[src/rtl/gpr_pkg.sv]
package gpr_pkg;
  typedef enum logic [1:0] {
    ACC_BYTE = 2'b00,
    ACC_HALF = 2'b01,
    ACC_WORD = 2'b10,
    ACC_FULL = 2'b11
  } acc_size_e;

  localparam int BYTE_BITS = 8;
  localparam int HALF_BITS = 16;
endpackage

[src/rtl/gpr_write_merge.sv]
module gpr_write_merge
  import gpr_pkg::*;
#(
  parameter int XLEN = 64
) (
  input  logic [XLEN-1:0] old_i,
  input  logic [XLEN-1:0] data_i,
  input  logic [1:0]      size_i,
  input  logic            hi_i,
  output logic [XLEN-1:0] new_o
);
  localparam int WORD_BITS = XLEN / 2;

  always_comb begin
    case (acc_size_e'(size_i))
      ACC_FULL: new_o = data_i;
      ACC_WORD: new_o = {{(XLEN-WORD_BITS){1'b0}}, data_i[WORD_BITS-1:0]};
      ACC_HALF: new_o = {old_i[XLEN-1:HALF_BITS], data_i[HALF_BITS-1:0]};
      default: begin
        if (hi_i)
          new_o = {old_i[XLEN-1:HALF_BITS], data_i[BYTE_BITS-1:0], old_i[BYTE_BITS-1:0]};
        else
          new_o = {old_i[XLEN-1:BYTE_BITS], data_i[BYTE_BITS-1:0]};
      end
    endcase
  end
endmodule

[src/rtl/gpr_read_port.sv]
module gpr_read_port
  import gpr_pkg::*;
#(
  parameter int NUM_REGS = 16,
  parameter int XLEN     = 64,
  parameter int HI_REGS  = 4,
  parameter int IDX_W    = 4
) (
  input  logic [NUM_REGS-1:0][XLEN-1:0] regs_i,
  input  logic [IDX_W-1:0]              idx_i,
  input  logic [1:0]                    size_i,
  input  logic                          hi_i,
  input  logic                          byp_en_i,
  input  logic [IDX_W-1:0]              byp_idx_i,
  input  logic [XLEN-1:0]               byp_val_i,
  output logic [XLEN-1:0]               data_o
);
  localparam int WORD_BITS = XLEN / 2;

  logic [XLEN-1:0] src;

  always_comb begin
    // same-cycle write wins over stored value
    src    = (byp_en_i && (byp_idx_i == idx_i)) ? byp_val_i : regs_i[idx_i];
    data_o = '0;
    case (acc_size_e'(size_i))
      ACC_FULL: data_o = src;
      ACC_WORD: data_o[WORD_BITS-1:0] = src[WORD_BITS-1:0];
      ACC_HALF: data_o[HALF_BITS-1:0] = src[HALF_BITS-1:0];
      default: begin
        if (!hi_i)
          data_o[BYTE_BITS-1:0] = src[BYTE_BITS-1:0];
        else if (int'(idx_i) < HI_REGS)
          data_o[BYTE_BITS-1:0] = src[HALF_BITS-1:BYTE_BITS];
      end
    endcase
  end
endmodule

[src/rtl/gpr_bank.sv]
module gpr_bank #(
  parameter int NUM_REGS = 16,
  parameter int XLEN     = 64,
  parameter int IDX_W    = 4
) (
  input  logic                          clk_i,
  input  logic                          rst_ni,
  input  logic                          we_i,
  input  logic [IDX_W-1:0]              idx_i,
  input  logic [XLEN-1:0]               val_i,
  output logic [NUM_REGS-1:0][XLEN-1:0] regs_o
);
  logic [XLEN-1:0] q [NUM_REGS];

  for (genvar g = 0; g < NUM_REGS; g++) begin : g_reg
    always_ff @(posedge clk_i or negedge rst_ni) begin
      if (!rst_ni)                             q[g] <= '0;
      else if (we_i && (idx_i == IDX_W'(g)))   q[g] <= val_i;
    end
    assign regs_o[g] = q[g];
  end
endmodule

[src/rtl/gpr_file.sv]
module gpr_file
  import gpr_pkg::*;
#(
  parameter int  NUM_REGS = 16,
  parameter int  XLEN     = 64,
  parameter int  HI_REGS  = 4,
  localparam int IDX_W    = $clog2(NUM_REGS)
) (
  input  logic             clk_i,
  input  logic             rst_ni,
  input  logic             wr_en_i,
  input  logic [IDX_W-1:0] wr_idx_i,
  input  logic [1:0]       wr_size_i,
  input  logic             wr_hi_i,
  input  logic [XLEN-1:0]  wr_data_i,
  input  logic [IDX_W-1:0] rd_a_idx_i,
  input  logic [1:0]       rd_a_size_i,
  input  logic             rd_a_hi_i,
  output logic [XLEN-1:0]  rd_a_data_o,
  input  logic [IDX_W-1:0] rd_b_idx_i,
  input  logic [1:0]       rd_b_size_i,
  input  logic             rd_b_hi_i,
  output logic [XLEN-1:0]  rd_b_data_o,
  output logic             illegal_o
);
  localparam int NUM_RD    = 2;
  localparam int WORD_BITS = XLEN / 2;

  logic [NUM_REGS-1:0][XLEN-1:0] regs;
  logic [XLEN-1:0]               wr_val;
  logic                          bad_wr, wr_ok, illegal_q;

  assign bad_wr = wr_en_i && (acc_size_e'(wr_size_i) == ACC_BYTE) && wr_hi_i
                  && (int'(wr_idx_i) >= HI_REGS);
  assign wr_ok  = wr_en_i && !bad_wr;

  gpr_write_merge #(.XLEN(XLEN)) u_merge (
    .old_i  (regs[wr_idx_i]),
    .data_i (wr_data_i),
    .size_i (wr_size_i),
    .hi_i   (wr_hi_i),
    .new_o  (wr_val)
  );

  gpr_bank #(.NUM_REGS(NUM_REGS), .XLEN(XLEN), .IDX_W(IDX_W)) u_bank (
    .clk_i  (clk_i),
    .rst_ni (rst_ni),
    .we_i   (wr_ok),
    .idx_i  (wr_idx_i),
    .val_i  (wr_val),
    .regs_o (regs)
  );

  always_ff @(posedge clk_i or negedge rst_ni) begin
    if (!rst_ni) illegal_q <= 1'b0;
    else         illegal_q <= bad_wr;
  end
  assign illegal_o = illegal_q;

  logic [IDX_W-1:0] rd_idx  [NUM_RD];
  logic [1:0]       rd_size [NUM_RD];
  logic             rd_hi   [NUM_RD];
  logic [XLEN-1:0]  rd_data [NUM_RD];

  assign rd_idx[0]  = rd_a_idx_i;
  assign rd_size[0] = rd_a_size_i;
  assign rd_hi[0]   = rd_a_hi_i;
  assign rd_idx[1]  = rd_b_idx_i;
  assign rd_size[1] = rd_b_size_i;
  assign rd_hi[1]   = rd_b_hi_i;

  for (genvar p = 0; p < NUM_RD; p++) begin : g_rd
    gpr_read_port #(
      .NUM_REGS(NUM_REGS), .XLEN(XLEN), .HI_REGS(HI_REGS), .IDX_W(IDX_W)
    ) u_rd (
      .regs_i    (regs),
      .idx_i     (rd_idx[p]),
      .size_i    (rd_size[p]),
      .hi_i      (rd_hi[p]),
      .byp_en_i  (wr_ok),
      .byp_idx_i (wr_idx_i),
      .byp_val_i (wr_val),
      .data_o    (rd_data[p])
    );
  end

  assign rd_a_data_o = rd_data[0];
  assign rd_b_data_o = rd_data[1];

  assert_full_write_R2: assert property (@(posedge clk_i) disable iff (!rst_ni)
    (wr_en_i && wr_size_i == 2'b11) |=> regs[$past(wr_idx_i)] == $past(wr_data_i));

  assert_word_zext_R3: assert property (@(posedge clk_i) disable iff (!rst_ni)
    (wr_en_i && wr_size_i == 2'b10) |=>
      (regs[$past(wr_idx_i)][XLEN-1:WORD_BITS] == '0) &&
      (regs[$past(wr_idx_i)][WORD_BITS-1:0] == $past(wr_data_i[WORD_BITS-1:0])));

  assert_half_merge_R4: assert property (@(posedge clk_i) disable iff (!rst_ni)
    (wr_en_i && wr_size_i == 2'b01) |=>
      regs[$past(wr_idx_i)][XLEN-1:16] == $past(regs[wr_idx_i][XLEN-1:16]));

  assert_lo_byte_merge_R5: assert property (@(posedge clk_i) disable iff (!rst_ni)
    (wr_en_i && wr_size_i == 2'b00 && !wr_hi_i) |=>
      regs[$past(wr_idx_i)][XLEN-1:8] == $past(regs[wr_idx_i][XLEN-1:8]));

  assert_refused_write_R7: assert property (@(posedge clk_i) disable iff (!rst_ni)
    (wr_en_i && wr_size_i == 2'b00 && wr_hi_i && int'(wr_idx_i) >= HI_REGS) |=>
      illegal_o && (regs == $past(regs)));

  assert_illegal_single_R7: assert property (@(posedge clk_i) disable iff (!rst_ni)
    !(wr_en_i && wr_size_i == 2'b00 && wr_hi_i && int'(wr_idx_i) >= HI_REGS) |=> !illegal_o);

  assert_idle_hold_R12: assert property (@(posedge clk_i) disable iff (!rst_ni)
    !wr_en_i |=> regs == $past(regs));

  assert_bypass_full_R11: assert property (@(posedge clk_i) disable iff (!rst_ni)
    (wr_en_i && wr_size_i == 2'b11 && rd_a_size_i == 2'b11 && rd_a_idx_i == wr_idx_i)
      |-> rd_a_data_o == wr_data_i);
endmodule

[config.mk]
export PLATFORM = sky130hd
export DESIGN_NAME = gpr_file
export DESIGN_NICKNAME = d
export VERILOG_FILES = /design/src/rtl/gpr_pkg.sv /design/src/rtl/gpr_write_merge.sv /design/src/rtl/gpr_read_port.sv /design/src/rtl/gpr_bank.sv /design/src/rtl/gpr_file.sv
export SDC_FILE = /design/constraint.sdc
export NUM_CORES = 2
export LEC_CHECK = 0
export ABC_AREA = 0
export BUFFER_PORTS_ARGS = -buffer_cell sky130_fd_sc_hd__buf_2
export CAP_MARGIN = 15
export CORE_MARGIN = 2
export CORE_UTILIZATION = 40
export DETAILED_ROUTE_END_ITERATION = 12
export GPL_TIMING_DRIVEN = 0
export SKIP_LAST_GASP = 1
export SYNTH_ARGS = -nofsm -noshare
export SYNTH_HDL_FRONTEND = slang
export SYNTH_HIERARCHICAL = 1
export SYNTH_SLANG_ARGS = --single-unit
[constraint.sdc]
create_clock -name clk_i -period 9.55 [get_ports clk_i]
set_input_delay 1.91 -clock clk_i [delete_from_list [all_inputs] [get_ports clk_i]]
set_output_delay 1.91 -clock clk_i [all_outputs]
set_load 0.02 [all_outputs]
Yosys cells after proc, flatten, opt, wreduce, memory -nomap -nowiden --
Index checks and enable logic that the tools add are counted.
Word-level totals: bits in registers 1025, output and inout bits 129, word-level logic and storage cells 100, bits of input ports 88
Cells by class: $lt $le $gt $ge 6, equal/unequal tests 26, multiplexer cells 22, reductions and logical operators 29
Operators with widths (number):
- 64-bit binary-select mux with 4-bit select | 3
- 64-bit 2-to-1 mux | 5
- 64-bit case mux with 3 select lines | 1
- 32-bit 2-to-1 mux | 2
- 8-bit 2-to-1 mux | 8
- 16-bit 2-to-1 mux | 3
- 4-bit equality test (second input constant) | 8
- 1-bit logical AND | 22
- 4-bit by 3-bit equality test with 1-bit output (second input constant) | 4
- 4-bit by 5-bit < comparator with 1-bit output (second input constant) | 3
- 2-bit equality test (second input constant) | 6
- 4-bit by 2-bit equality test with 1-bit output (second input constant) | 2
- 4-bit equality test | 2
- 4-bit by 3-bit < comparator with 1-bit output (second input constant) | 2
- 2-bit by 1-bit equality test with 1-bit output (second input constant) | 3
- 3-bit OR reduction | 2
- 4-bit by 1-bit equality test with 1-bit output (second input constant) | 1
- 4-bit by 3-bit greater-or-equal comparator with 1-bit output (second input constant) | 1
- 4-bit zero test | 1
- 2-bit OR reduction | 2
- 2-bit zero test | 1
- 1-bit zero test | 1

Logic depth before layout (Yosys ltp) --
word-level depth 11, mapped depth 13, mapped depth without buffers 9

Cells and area by module --
The synthesis kept the hierarchy.
By module, submodules not included:
- gpr_bank | times used 1, cells each 2238, sequential area each 25624.6 µm², area each 38066.5 µm²
- gpr_read_port | times used 2, cells each 627, sequential area each 0.0 µm², area each 8682.1 µm²
- gpr_file | times used 1, cells each 811, sequential area each 25.0 µm², area each 8614.5 µm²
- gpr_write_merge | times used 1, cells each 97, sequential area each 0.0 µm², area each 813.3 µm²

Worst setup path before layout --
OpenSTA, ideal clock, no wires.
kind in2out, start point input port wr_idx_i[1], end point output port rd_a_data_o[13], path slack 3.419 ns, cell stages on the path 11, required time 7.640 ns, buffers on the path 3, data arrival time 4.221 ns, cells stage by stage buf_2 and2_1 buf_6 buf_2 a221oi_2 o21ai_1 a21oi_1 mux2i_1 o21ai_0 or3_1 nor3b_1
On the way: elaborated cells on any way between the ends 12, classes of those cells order compare: 1; eq/ne: 1; mux: 6; reduce/logical: 4
RTL lines:
- start, declared | RTL line gpr_file.sv:12 | input logic [IDX_W-1:0] wr_idx_i,
- 64-bit binary-select mux with 4-bit select | RTL line gpr_file.sv:38 | .old_i (regs[wr_idx_i]),
- 64-bit 2-to-1 mux (not written as such) | RTL line gpr_file.sv:38
- 16-bit 2-to-1 mux | RTL line gpr_write_merge.sv:20 | if (hi_i)
- 64-bit case mux with 3 select lines | RTL line gpr_write_merge.sv:15 | case (acc_size_e'(size_i))
- named net wr_val[13] | RTL line gpr_file.sv:30 | logic [XLEN-1:0] wr_val;
- 64-bit 2-to-1 mux | RTL line gpr_read_port.sv:24 | src = (byp_en_i && (byp_idx_i == idx_i)) ? byp_val_i : regs_i[idx_i];
- 8-bit 2-to-1 mux | RTL line gpr_read_port.sv:26 | case (acc_size_e'(size_i))
- end, declared | RTL line gpr_file.sv:19 | output logic [XLEN-1:0] rd_a_data_o,
The timed path passes the listed nets, and every way through them passes these cells. The select of a mux whose other input is x is not followed.

Worst setup path after layout --
start point input port wr_idx_i[2], end point output port rd_b_data_o[61]
On the way: word-level cells in the longest chain between the ends 7, elaborated cells on any way between the ends 11, classes of those cells order compare: 1; eq/ne: 1; mux: 5; reduce/logical: 4
Ends and longest elaborated chain:
- 4-bit by 3-bit greater-or-equal comparator with 1-bit output | RTL line gpr_file.sv:34 | && (int'(wr_idx_i) >= HI_REGS);
- 1-bit logical AND | RTL line gpr_file.sv:34
- named net bad_wr | RTL line gpr_file.sv:31 | logic bad_wr, wr_ok, illegal_q;
- 1-bit zero test | RTL line gpr_file.sv:35 | assign wr_ok = wr_en_i && !bad_wr;
- 1-bit logical AND | RTL line gpr_file.sv:35
- named net wr_ok | RTL line gpr_file.sv:31
- 1-bit logical AND | RTL line gpr_read_port.sv:24
- 64-bit 2-to-1 mux | RTL line gpr_read_port.sv:24
- 32-bit 2-to-1 mux | RTL line gpr_read_port.sv:26
- end, declared | RTL line gpr_file.sv:23 | output logic [XLEN-1:0] rd_b_data_o,
The timed path passes the listed nets, and every way through them passes these cells. The select of a mux whose other input is x is not followed.

==> reports/qor.yml <==
outcome:
  outcome: "finished with violations"
  violations: "setup timing"
logic_synthesis:
  synth_warnings: 6
  synth_area_sq_mm: 0.0649
  synth_top_family_by_area: "multiplexers"
  seq_area_frac_synth: 0.395
  synth_xor_area_frac: 0.00108
  yosys.area_share.adder: 0
  syn-num-nets: 4488
  synth_compound_area_frac: 0.0675
  yosysUniqueCellTypes: 41
  synth-simple-area-share: 0.0204
  synth.mux.area_fraction: 0.472
  synth-seq-cells: 1025
  synth.avg_cell_area_sq_um: 14.7
  syn_inst: 4400
clock_network:
  htree_levels: 3
  cts_made_buffers: 117
  worstSkewPairLatency_ps: 780
  clk_pin_slew_ps: 60
  tritoncts: "done"
  postCtsHoldBufs: 0
  cts_buffer_depth: 3
  root_buffer: "clkbuf_16"
  post_cts_resized: 0
  cts_setup_buffers: 0
  cts_sinks: 1025
placed_design:
  dp_hpwl_um: 185000
  port_buffers: 210
  dpl.cell_count: 6795
  gp_congestion: 0.962
finish:
  area.growth.synth_to_final_pct: 13.1
  drive_gt1_frac: 0.523
  final_nets: 4848
  register_area_sq_mm: 0.0256
  fill_cells: 14400
  multi_input_area_sq_mm: 0.0364
  fin_util: 0.456
  layout.cells.non_filler: 7028
job:
  drv_cap: 0
worst_setup_path:
  cp-end-kind: "primary output"
  slowest_stage: "nor2_1"
  cpMostUsedCell: "buf_2"
  critPathRequiredTime_ps: 7640
  crit_arrival_ps: 7860
  crit_type: "in -> out"
  worst_setup_path_start_kind: "primary input"
  crit_fanout: 11
  path_cells: "buf_2 -> buf_2 -> buf_2 -> nor2_1 -> nor4_1 -> nor2b_1 -> nand2_1 -> nor2_2 -> and3_1 -> clkbuf_1 -> buf_2 -> o2bb2ai_1 -> buf_2"
  slowest_delay_ps: 810
pwr:
  finalPower_mw: 15.9
  peakVddDrop_mv: 0.191
  leakagePower_nw: 30.7
  pwr_density_cell_mw_per_mm2: 217
sta:
  rsz0062_at_grt: "no"
  tns_ps: -800
  fin_skew_ps: 47.2
  fin_crit_ps: 9770
  finalSetupViolations: 8
  worst_slew_pin_slew_ps: 1390
  setup_slack_ps: -218
  holdWs_ps: 544
  drv_slew: 0
  fmax_mhz: 102
  slew_headroom: 0.0712
  post-route-period-util: 1.02
  hold_viol_final: 0
hold_path:
  hold_class: "reg -> reg"
routing:
  wl_um: 274000
  first_iter_violations: 5960
  via_count: 48300
  vias_per_cell: 6.87
  wl_per_cell_um: 39.0
  ant_nets: 0
  firstDrtPassIters: 6
  drc: 0
floorplanning:
  pin_count: 217
  die-area_sq_mm: 0.165
  initial_core_util: 0.403
  fp-row-count: 147
  core_area_sq_mm: 0.161
  fp.dieW_um: 407
  die_h_um: 407
global_routing:
  grt_pass1_wl_um: 378000
  grt_pass1_vias: 48000
  grt_max_degree: 148
  antenna_found_initial: 10
  overflow: 0
  grtUsageTotal: 0.330
==> stage by stage <==
step                cell area, sq um  setup slack [ps]
global placement               68600            -16640
floorplan                      64900              3420
finish                         73300              -218
global route                   73300              99.9
CTS                            73200               559
detailed placement             69100               582
==> layout by cell type (no fill, tap or decap), types with 9 or more instances in the layout <==
cell and n:
nor2_1 9, nand2b_1 15, clkinv_1 50, clkbuf_16 118, buf_8 15, a21oi_1 80
and3b_1 10, a221oi_1 57, a22o_1 70, buf_6 65, clkbuf_8 35, buf_4 29
clkinvlp_4 9, or3_1 18, a22oi_1 90, mux2_2 1054, clkinv_2 14, nor2_2 9
mux4_2 729, o2bb2ai_1 64, buf_1 23, bufinv_16 11, buf_16 9, mux2i_1 230
o21ai_1 89, nand2_1 46, nor3b_1 46, clkbuf_1 218, nand3_1 47, buf_2 382
o21ai_0 23, dfrtp_1 1025, a211o_1 16, inv_1 16, a221oi_2 39, o22ai_1 16
o211ai_1 26
==> logic make-up (layout without fill, tap and decap cells) <==
logic type,count (synthesis),after routing
AOI/OAI and AO/OA,576,576
xor gates and xnor gates,8,8
other,0,8
and+or+nand+nor,228,228
buffers and inverters,550,1010
DFF,1025,1025
muxes,2013,2013
==> layer usage <==
metal  track usage  part of all wire  vias up
li1              -                 -    18400
met1         0.409              0.36    25400
met2         0.482              0.44     3525
met3         0.134              0.13      918
met4         0.192             0.068       12
met5        0.0199            0.0019        -
==> synthesized netlist by cell type, drive strengths merged <==
master / n / share of area
mux2: 1054 / 0.18
dfrtp: 1025 / 0.40
mux4: 729 / 0.25
buf: 284 / 0.029
mux2i: 230 / 0.035
clkbuf: 200 / 0.012
o21ai: 112 / 0.0086
a221oi: 96 / 0.017
a22oi: 90 / 0.010
a21oi: 80 / 0.0062
a22o: 70 / 0.0095
o2bb2ai: 64 / 0.0086
clkinv: 50 / 0.0029
nand3: 47 / 0.0036
nor3b: 47 / 0.0056
nand2: 46 / 0.0027
o211ai: 26 / 0.0030
nor2: 18 / 0.0012
or3: 18 / 0.0017
a211o: 16 / 0.0022
inv: 16 / 0.00093
o22ai: 16 / 0.0015
nand2b: 15 / 0.0014
and3b: 10 / 0.0014
nor2b: 8 / 0.00077
xnor2: 8 / 0.0011
a211oi: 6 / 0.00069
and2: 6 / 0.00058
or2: 5 / 0.00048
nand3b: 4 / 0.00046
and3: 2 / 0.00019
and2b: 1 / 0.00012
nor4: 1 / 0.000097
==> final cells by class <==
cell class	count	area share
multi-input cells	2825	0.496
flip-flops and latches	1025	0.350
clock buffers	177	0.0478
well taps	2160	0.0368
plain buffers	484	0.0356
repair buffers	241	0.0220
clock inverters	42	0.00856
inverters	66	0.00338
diodes	8	0.000273
==> registers in the layout, indices dropped and copies added, names as in the netlist <==
signal,cells
illegal_o,1
u_bank/regs_o,1024
==> worst max-delay path: cells and delay by family <==
| kind | cells | cell delay [ps] |
|---|---|---|
| buf+inv | 6 | 2040 |
| simple gates | 6 | 3400 |
| compound gates | 1 | 480 |
==> path summary, 6_finish.rpt <==
path,startpoint,to,slack (ps),depth (start not counted)
max,wr_idx_i[2],rd_b_data_o[61],-220,13
min,u_bank/regs_o[775]$_DFFE_PN0P_,u_bank/regs_o[775]$_DFFE_PN0P_,540,1
max reg2reg,u_bank/regs_o[394]$_DFFE_PN0P_,u_bank/regs_o[10]$_DFFE_PN0P_,6570,8
min reg2reg,u_bank/regs_o[775]$_DFFE_PN0P_,u_bank/regs_o[775]$_DFFE_PN0P_,540,1
max in group asynchronous,rst_ni,u_bank/regs_o[51]$_DFFE_PN0P_,6370,4
min in group asynchronous,rst_ni,u_bank/regs_o[849]$_DFFE_PN0P_,1060,1
==> report_power, final <==
group	total (mW)	internal [mW]	switching (mW)
clock network	4.85	2.83	2.02
logic	4.62	2.57	2.05
registers	6.45	5.41	1.04
Note: power is estimated with default switching activity, not from simulation.
